## src/rtl/burst_seq_pkg.sv

```systemverilog
package burst_seq_pkg;
  localparam int BURST_BITS = 2;
  typedef logic [BURST_BITS-1:0] burst_idx_t;
  typedef enum logic {
    ORD_LINEAR = 1'b0,
    ORD_XOR    = 1'b1
  } burst_order_e;
endpackage

```

## src/rtl/burst_rst_sync.sv

```systemverilog
module burst_rst_sync #(
  parameter int STAGES = 2
) (
  input  logic clk,
  input  logic rst_n_async,
  output logic rst_n_sync
);
  logic [STAGES-1:0] sync_q;

  generate
    for (genvar i = 0; i < STAGES; i++) begin : g_stage
      if (i == 0) begin : g_first
        always_ff @(posedge clk or negedge rst_n_async) begin
          if (!rst_n_async) sync_q[i] <= 1'b0;
          else              sync_q[i] <= 1'b1;
        end
      end else begin : g_rest
        always_ff @(posedge clk or negedge rst_n_async) begin
          if (!rst_n_async) sync_q[i] <= 1'b0;
          else              sync_q[i] <= sync_q[i-1];
        end
      end
    end
  endgenerate

  assign rst_n_sync = sync_q[STAGES-1];
endmodule

```

## src/rtl/burst_load_decode.sv

```systemverilog
module burst_load_decode (
  input  logic strobe_cpu,
  input  logic strobe_ctl,
  input  logic chip_en,
  output logic load
);
  logic cpu_ok;

  always_comb begin
    cpu_ok = strobe_cpu & chip_en;
    load   = strobe_ctl | cpu_ok;
  end
endmodule

```

## src/rtl/burst_step_ctr.sv

```systemverilog
module burst_step_ctr
  import burst_seq_pkg::*;
(
  input  logic       clk,
  input  logic       rst_n,
  input  logic       load,
  input  logic       advance,
  output burst_idx_t step
);
  burst_idx_t step_d;
  logic       step_en;

  always_comb begin
    step_en = load | advance;
    if (load) step_d = '0;
    else      step_d = step + burst_idx_t'(1);
  end

  always_ff @(posedge clk or negedge rst_n) begin
    if (!rst_n)       step <= '0;
    else if (step_en) step <= step_d;
  end
endmodule

```

## src/rtl/burst_order_map.sv

```systemverilog
module burst_order_map
  import burst_seq_pkg::*;
(
  input  burst_idx_t   start_low,
  input  burst_idx_t   step,
  input  burst_order_e order,
  output burst_idx_t   low_out
);
  burst_idx_t lin_low;
  burst_idx_t xor_low;

  always_comb begin
    lin_low = start_low + step;
    xor_low = start_low ^ step;
    unique case (order)
      ORD_LINEAR: low_out = lin_low;
      ORD_XOR:    low_out = xor_low;
      default:    low_out = lin_low;
    endcase
  end
endmodule

```

## src/rtl/burst_addr_seq.sv

```systemverilog
module burst_addr_seq
  import burst_seq_pkg::*;
#(
  parameter int AW          = 16,
  parameter int SYNC_STAGES = 2
) (
  input  logic          clk,
  input  logic          rst_n,
  input  logic [AW-1:0] addr_in,
  input  logic          strobe_cpu,
  input  logic          strobe_ctl,
  input  logic          advance,
  input  logic          chip_en,
  input  logic          order_sel,
  output logic [AW-1:0] addr_out
);
  localparam int HI_W = AW - BURST_BITS;

  logic          rst_sync_n;
  logic          load;
  burst_idx_t    step;
  burst_idx_t    low_out;
  logic [AW-1:0] base_q;
  logic [AW-1:0] base_d;

  burst_rst_sync #(.STAGES(SYNC_STAGES)) u_rst (
    .clk        (clk),
    .rst_n_async(rst_n),
    .rst_n_sync (rst_sync_n)
  );

  burst_load_decode u_dec (
    .strobe_cpu(strobe_cpu),
    .strobe_ctl(strobe_ctl),
    .chip_en   (chip_en),
    .load      (load)
  );

  burst_step_ctr u_ctr (
    .clk    (clk),
    .rst_n  (rst_sync_n),
    .load   (load),
    .advance(advance),
    .step   (step)
  );

  always_comb base_d = addr_in;

  always_ff @(posedge clk or negedge rst_sync_n) begin
    if (!rst_sync_n) base_q <= '0;
    else if (load)   base_q <= base_d;
  end

  burst_order_map u_map (
    .start_low(base_q[BURST_BITS-1:0]),
    .step     (step),
    .order    (burst_order_e'(order_sel)),
    .low_out  (low_out)
  );

  always_comb addr_out = {base_q[AW-1 -: HI_W], low_out};
endmodule

```

## config.mk

```make
export PLATFORM = sky130hd
export DESIGN_NAME = burst_addr_seq
export DESIGN_NICKNAME = d
export VERILOG_FILES = /design/src/rtl/burst_seq_pkg.sv /design/src/rtl/burst_rst_sync.sv /design/src/rtl/burst_load_decode.sv /design/src/rtl/burst_step_ctr.sv /design/src/rtl/burst_order_map.sv /design/src/rtl/burst_addr_seq.sv
export SDC_FILE = /design/constraint.sdc
export NUM_CORES = 1
export LEC_CHECK = 0
export BUFFER_PORTS_ARGS = -buffer_cell sky130_fd_sc_hd__buf_4
export CAP_MARGIN = 5
export CORE_MARGIN = 2
export CORE_UTILIZATION = 40
export CTS_CLUSTER_DIAMETER = 30
export DETAILED_ROUTE_END_ITERATION = 7
export PLACE_DENSITY = 0.71
export SLEW_MARGIN = 15
export SYNTH_ARGS = -nofsm -noshare
export SYNTH_HDL_FRONTEND = slang
export SYNTH_SLANG_ARGS = --single-unit
```

## constraint.sdc

```tcl
create_clock -name clk -period 0.9 [get_ports clk]
set_input_delay 0.09 -clock clk [delete_from_list [all_inputs] [get_ports clk]]
set_output_delay 0.09 -clock clk [all_outputs]
set_load 0.01 [all_outputs]
```

==> summary.md, run 1 <==
| Metric | Value |
|---|---|
| Routability Congestion | 0.632 |
| Post-synth cell types | 15 |
| Largest net degree at the start of global routing | 19 |
| CTS Sinks | 20 |
| Pwr per Cell Area | 1500 nW/µm² |
| Clock Skews | 0.00492 ns |
| Worst path cell trace | ha_4 -> nor2b_4 -> xnor2_2 -> buf_4 |
| Most common cell after layout, fill and taps aside | buf_4 |
| Worst-Skew Late Latency | 0.29 ns |
| Die height | 52.2 µm |
| Site row count | 17 |
| Crit-path max FO | 2 |
| Failing checks | negative setup slack |
| Final setup vio count | 16 |
| Design area | 1420 µm² |
| Die width | 52.2 µm |
| Post-synthesis simple-gate area fraction | 1.88% |
| Total Routing Usage GR | 12.7% |
| RSZ-0062 raised after global routing | yes |
| Slowest-stage cell, CP | dfrtp_1 |
| Gr ovfl total | 0 |
| CTS root buf | clkbuf_4 |
| Cell family with most CP delay | flip-flops |
| Vias post-DR | 582 |
| Via-per-instance ratio | 4.31 |
| Drt total wl | 1680 µm |
| Hold WC Path Type | primary input to flip-flop |
| Post-synth top area cell | dfrtp_1 |
| Final hold violation count | 0 |
| CP peak stage delay | 0.43 ns |
| Pre-CTS setup slack | -0.131 ns |
| Synth top area share | 53.8% |
| Most frequent cells in the layout | buf_4 (31), dfrtp_1 (20), buf_6 (17) |
| Synth Register Bits | 20 |
| Dpl cell area | 1180 µm² |
| Core area | 2210 µm² |
| Hold_ws | 0.0244 ns |
| Clk pin slew, worst setup/hold paths | 0.11 ns |
| Max clock buf depth | 2 |
| Buf+Inv Stages, Crit Path | 1 |
| Cell Area, Synth | 930 µm² |
| Net count after synthesis | 87 |
| Area grow syn2layout | 52.5% |
| Synth Area in Compound Gates | 2.42% |
| Startpoint class of the critical path | flip-flop |
| VDD IR max | 1.07 mV |
| Tcrit/Tclk final | 151% |
| Leading post-synthesis cells by cell area | dfrtp_1 (54%), mux2_4 (13%), buf_4 (11%) |
| Net Sw Power | 0.500 mW |
| Post-synthesis xor/xnor area fraction | 2.83% |
| Core Util, Final | 64.1% |
| Share of total power in the clock network | 23.5% |
| Slew Viols, Final | 0 |
| Status | complete, but fails checks |
| Mapped Avg Cell Area | 14.8 µm² |
| Crit Path Class | flip-flop to output pin |
| Mux cell area share after synthesis | 22.6% |
| Static leakage | 0.693 nW |
| Antenna violations before repair | 0 |
| TritonCTS Buffers | 3 |
| Final WS setup | -0.458 ns |
| Diode count | 0 |
| Num ports | 39 |
| CP endpoint kind | output pin |
| CTS tree | built |
| DRT Pass-1 Iters | 1 |
| DRT iter0 DRCs | 0 |
| Layout cells sized above 1 | 70.1% |
| Port Buffer Count | 38 |
| Vias in the first global route | 597 |
| Fmax | 0.737 GHz |
| Tot Pwr | 2.13 mW |
| Overall die area | 2730 µm² |
| Adder-Cell Fraction of Synth Area | 1.35% |
| Yosys warns | 0 |
| Antenna Nets Post-Route | 0 |
| First-pass GRT wire length | 2450 µm |
| Main combinational cell family by area after synthesis | multiplexers |
| Initial Util | 42.0% |
| Sw frac | 23.4% |
| Max Cap Viol | 0 |
| Register area share after synthesis | 53.8% |
| Worst EP required | 0.81 ns |
| Internal | 1.63 mW |
| CP arrival | 1.27 ns |
| Min cycle time layout | 1.36 ns |
| Sequential Power Share | 48.9% |
| DRC | 0 |
| Comb pwr share | 27.6% |
| CTS H-tree depth | 1 |
| Wire per inst | 12.5 µm |
| Cells after synthesis | 63 |
| Nets@finish | 132 |
-- repair_timing --
action                                  in CTS  in global routing
setup buffers                                3                  4
hold buffers                                 1                  6
hold endpoints to repair                     2                  6
pin swaps                                    2                  1
endpoints found under the setup margin      17                 22
gates resized for setup                     15                  5
-- per-stage QoR --
step                      setup TNS, ns  std cells
final                             -1.14        135
after global routing              -2.10        135
after CTS                         -1.08        126
after detailed placement          -1.31        118
after global placement            -1.08        118
after floorplan                  -0.317         63
-- Yosys cell counts (all sizes together) --
cell,number
a21oi,1
mux2,16
a21o,1
nor2b,1
nand3b,1
conb,1
nor2,1
a21bo,1
ha,1
xnor2,3
buf,16
dfrtp,20
-- registers in the layout, summed over array words and instances (netlist names) --
register / count
base_q: 16
u_rst.rst_n_sync: 1
u_rst.sync_q: 1
u_ctr.step: 2
-- cell families after synthesis --
kind of cell,after synthesis
AOI/OAI and AO/OA,3
buffers and inverters,16
adders and majority gates,1
xor gates and xnor gates,3
other,1
and+or+nand+nor,3
muxes,16
DFF,20
-- layout make-up --
type | count | area [µm²]
clock buffers | 4 | 36.3
fillers | 187 | 795
multi-input cells | 27 | 332
repair buffers | 56 | 514
flip-flops and latches | 20 | 500
well taps | 28 | 35.0
-- per-layer routing --
metal / wire, µm / up-vias / track usage (%)
li1: - / 279 / -
met1: 650 / 288 / 14.6
met2: 957 / 13 / 21.5
met3: 59 / 2 / 2.57
met4: 14 / 0 / 7.69
met5: 0 / - / 0
-- power groups by stage --
stage | combinational, mW | sequential (mW) | clock, mW
2_1_floorplan | 0.315 | 1.04 | 0
3_3_place_gp | 0.458 | 1.04 | 0
3_5_place_dp | 0.469 | 1.04 | 0
4_1_cts | 0.533 | 1.04 | 0.518
5_1_grt | 0.628 | 1.05 | 0.578
6_report | 0.589 | 1.04 | 0.502
-- final timing paths --
kind | startpoint | to | slack [ns] | depth (start not counted)
max | u_ctr.step[0] | addr_out[1] | -0.46 | 4
min | addr_in[3] | base_q[3] | 0.02 | 2
max reg2reg | u_ctr.step[0] | u_ctr.step[1] | -0.17 | 4
min reg2reg | u_rst.rst_n_sync | base_q[15] | 0.17 | 1
max in group asynchronous | u_rst.rst_n_sync | base_q[3] | 0.58 | 1
min in group asynchronous | rst_n | u_rst.sync_q[0] | 0.10 | 2
No activity file was read; power rests on OpenSTA's default activity.
==> run 2, diff against run 1 <==
--- a/config.mk
+++ b/config.mk
@@ -5,13 +5,16 @@
 export SDC_FILE = /design/constraint.sdc
 export NUM_CORES = 1
 export LEC_CHECK = 0
+export ABC_AREA = 1
 export BUFFER_PORTS_ARGS = -buffer_cell sky130_fd_sc_hd__buf_4
 export CAP_MARGIN = 5
 export CORE_MARGIN = 2
 export CORE_UTILIZATION = 40
 export CTS_CLUSTER_DIAMETER = 30
 export DETAILED_ROUTE_END_ITERATION = 7
-export PLACE_DENSITY = 0.71
+export GPL_ROUTABILITY_DRIVEN = 0
+export PLACE_DENSITY = 0.7
+export SETUP_SLACK_MARGIN = 0.5
 export SLEW_MARGIN = 15
 export SYNTH_ARGS = -nofsm -noshare
 export SYNTH_HDL_FRONTEND = slang
==> run 2 against run 1 <==
Effect of this change:
- the flow finishes with violations (negative hold slack, negative setup slack)
- routed wire length grew 20%
- synthesized cell count grew 76%
- first-iteration DRC count grew 9
- final area grew 12%
- die area grew 7.2%
- final cell count grew 41%
- sequential power is essentially flat
- non-clock buffer count grew 5
- critical path type unchanged
- largest cell class unchanged
- largest power group unchanged
==> summary.md, run 2 <==
| Metric | Value |
|---|---|
| Core Util, Final | 65.3% |
| Most instantiated cells after synthesis | nand2_1 (35), nand2_2 (21), dfrtp_1 (20), buf_4 (14), inv_1 (6) |
| Antenna violations before repair | 0 |
| CTS Sinks | 20 |
| Vias post-DR | 788 |
| DRC | 0 |
| Regs by FF count | base_q: 16 flops, u_ctr.step: 2 flops |
| DRT iter0 DRCs | 9 |
| Slew Viols, Final | 0 |
| Share of total power in the clock network | 22.9% |
| Static leakage | 0.832 nW |
| Hpwl dp | 1240 µm |
| Post-synth cell types | 16 |
| Cell family with most CP delay | flip-flops |
| Startpoint class of the critical path | flip-flop |
| Die width | 54.1 µm |
| Register area share after synthesis | 49.9% |
| Critical Path Most Common Cell | nand2_1 |
| Drt total wl | 2020 µm |
| Die height | 54.1 µm |
| Area grow syn2layout | 58.6% |
| Total Routing Usage GR | 13.4% |
| TritonCTS Buffers | 3 |
| Status | complete, but fails checks |
| First-pass GRT wire length | 2750 µm |
| Buf+Inv Stages, Crit Path | 2 |
| Nets@finish | 185 |
| Hold WC Path Type | primary input to flip-flop |
| Tcrit/Tclk final | 152% |
| Internal | 1.66 mW |
| Leading post-synthesis cells by cell area | dfrtp_1 (50%), nand2_1 (13%), nand2_2 (13%) |
| Via-per-instance ratio | 4.15 |
| CP peak stage delay | 0.43 ns |
| CP endpoint kind | output pin |
| Mapped Avg Cell Area | 9.03 µm² |
| Net Sw Power | 0.607 mW |
| VDD IR max | 1.25 mV |
| Wire per inst | 10.6 µm |
| Cell Area, Synth | 1000 µm² |
| Net count after synthesis | 135 |
| Worst path cell trace | ha_4 -> nand2_1 -> nand3_1 -> nand2_1 -> inv_2 -> buf_6 |
| Overall die area | 2920 µm² |
| Crit-path max FO | 2 |
| Worst EP required | 0.81 ns |
| CTS H-tree depth | 1 |
| Site row count | 18 |
| Yosys warns | 0 |
| Diode count | 0 |
| Fmax | 0.733 GHz |
| Crit Path Class | flip-flop to output pin |
| Largest Register | base_q |
| Most common cell after layout, fill and taps aside | buf_6 |
| Max reg flops | 16 |
| Main synth FF type | dfrtp_1 |
| Num ports | 39 |
| Core area | 2430 µm² |
| Synth Register Bits | 20 |
| Port Buffer Count | 38 |
| RSZ-0062 raised after global routing | yes |
| Sw frac | 26.8% |
| Clk pin slew, worst setup/hold paths | 0.11 ns |
| Max Cap Viol | 0 |
| Layout cells sized above 1 | 60.6% |
| DRT Pass-1 Iters | 4 |
| Worst-Skew Late Latency | 0.30 ns |
| Pwr per Cell Area | 1420 nW/µm² |
| Hold_ws | -0.0104 ns |
| CTS tree | built |
| Final WS setup | -0.464 ns |
| Comb pwr share | 30.8% |
| Synth top area share | 49.9% |
| Final setup vio count | 19 |
| Share of flip-flops with an asynchronous set or reset | 100% |
| Tot Pwr | 2.26 mW |
| Top-count cell post-synth | nand2_1 |
| Antenna Nets Post-Route | 0 |
| Post-CTS Hold Fix Bufs | 1 |
| Cells after synthesis | 111 |
| Final hold violation count | 13 |
| Min cycle time layout | 1.36 ns |
| CP arrival | 1.27 ns |
| Largest net degree at the start of global routing | 20 |
| Max clock buf depth | 2 |
| Gr ovfl total | 0 |
| Most frequent cells in the layout | buf_6 (36), nand2_1 (34), buf_4 (24) |
| Post-synth top area cell | dfrtp_1 |
| Slowest-stage cell, CP | dfrtp_1 |
| Clock Skews | 0.00543 ns |
| Vias in the first global route | 689 |
| Number of synthesized flops with an enable pin | 0 |
| Sequential Power Share | 46.3% |
| Initial Util | 41.2% |
| CTS root buf | clkbuf_4 |
| Failing checks | negative hold slack, negative setup slack |
==> run 2: final cells by class <==
type	instances	area [µm²]
inverter	8	40.0
sequential	20	504
timing repair buffer	61	596
tap	30	37.5
multi-input combinational	67	375
clock buffer	4	36.3
fill	211	843
==> run 2: logic make-up after synthesis <==
logic type      after synthesis  share of synthesized area [%]
compound gates                1                          0.499
flops                        20                           49.9
simple gates                 64                           30.8
other cells                   1                          0.374
buf+inv                      24                           17.1
fa+ha+maj                     1                           1.25
==> run 2: power by group through the flow <==
stage	Combinational (mW)	Sequential, mW	Clock (mW)
global placement	0.435	1.06	0
CTS	0.640	1.04	0.531
detailed placement	0.445	1.06	0
global route	0.755	1.05	0.556
finish	0.697	1.05	0.518
floorplan	0.355	1.06	0
==> run 2: worst paths after layout <==
| kind | cells after the start | slack [ns] | from | end |
|---|---|---|---|---|
| max | 6 | -0.46 | u_ctr.step[0] | addr_out[1] |
| min | 3 | -0.01 | addr_in[12] | base_q[12] |
| max reg2reg | 6 | -0.17 | base_q[0] | base_q[0] |
| min reg2reg | 1 | 0.23 | u_rst.rst_n_sync | base_q[10] |
| max in group asynchronous | 1 | 0.56 | u_rst.rst_n_sync | base_q[13] |
| min in group asynchronous | 2 | 0.10 | rst_n | u_rst.rst_n_sync |
==> run 2: per-layer routing <==
| metal | part of all wire (%) | track usage (%) | up-vias |
|---|---|---|---|
| met4 | 0.79 | 7.50 | 0 |
| met1 | 43 | 15.2 | 357 |
| met2 | 53 | 23.4 | 15 |
| met3 | 3.7 | 2.50 | 2 |
| li1 | - | - | 414 |
| met5 | 0 | 0 | - |
==> run 2: what timing repair did <==
| item | 4_1_cts | 5_1_grt |
|---|---|---|
| pin swaps | 1 | 1 |
| setup endpoints to repair | 53 | 44 |
| hold endpoints to repair | 18 | 8 |
| resized for setup | 32 | 9 |
| buffers inserted | 14 | 6 |
==> run 2: metrics by stage <==
stage | setup TNS, ns | area (µm²) | cells | setup slack (ns)
floorplan | 0 | 1090 | 111 | 0.0212
finish | -1.45 | 1590 | 190 | -0.464
global route | -2.04 | 1590 | 190 | -0.509
CTS | -1.44 | 1510 | 184 | -0.442
detailed placement | -0.113 | 1240 | 165 | -0.113
global placement | -0.0834 | 1240 | 165 | -0.0834
==> run 2: worst min-delay path: stages <==
cell,delay (ns)
buf_4,0.07
nand2_1,0.04
nand2_1,0.05
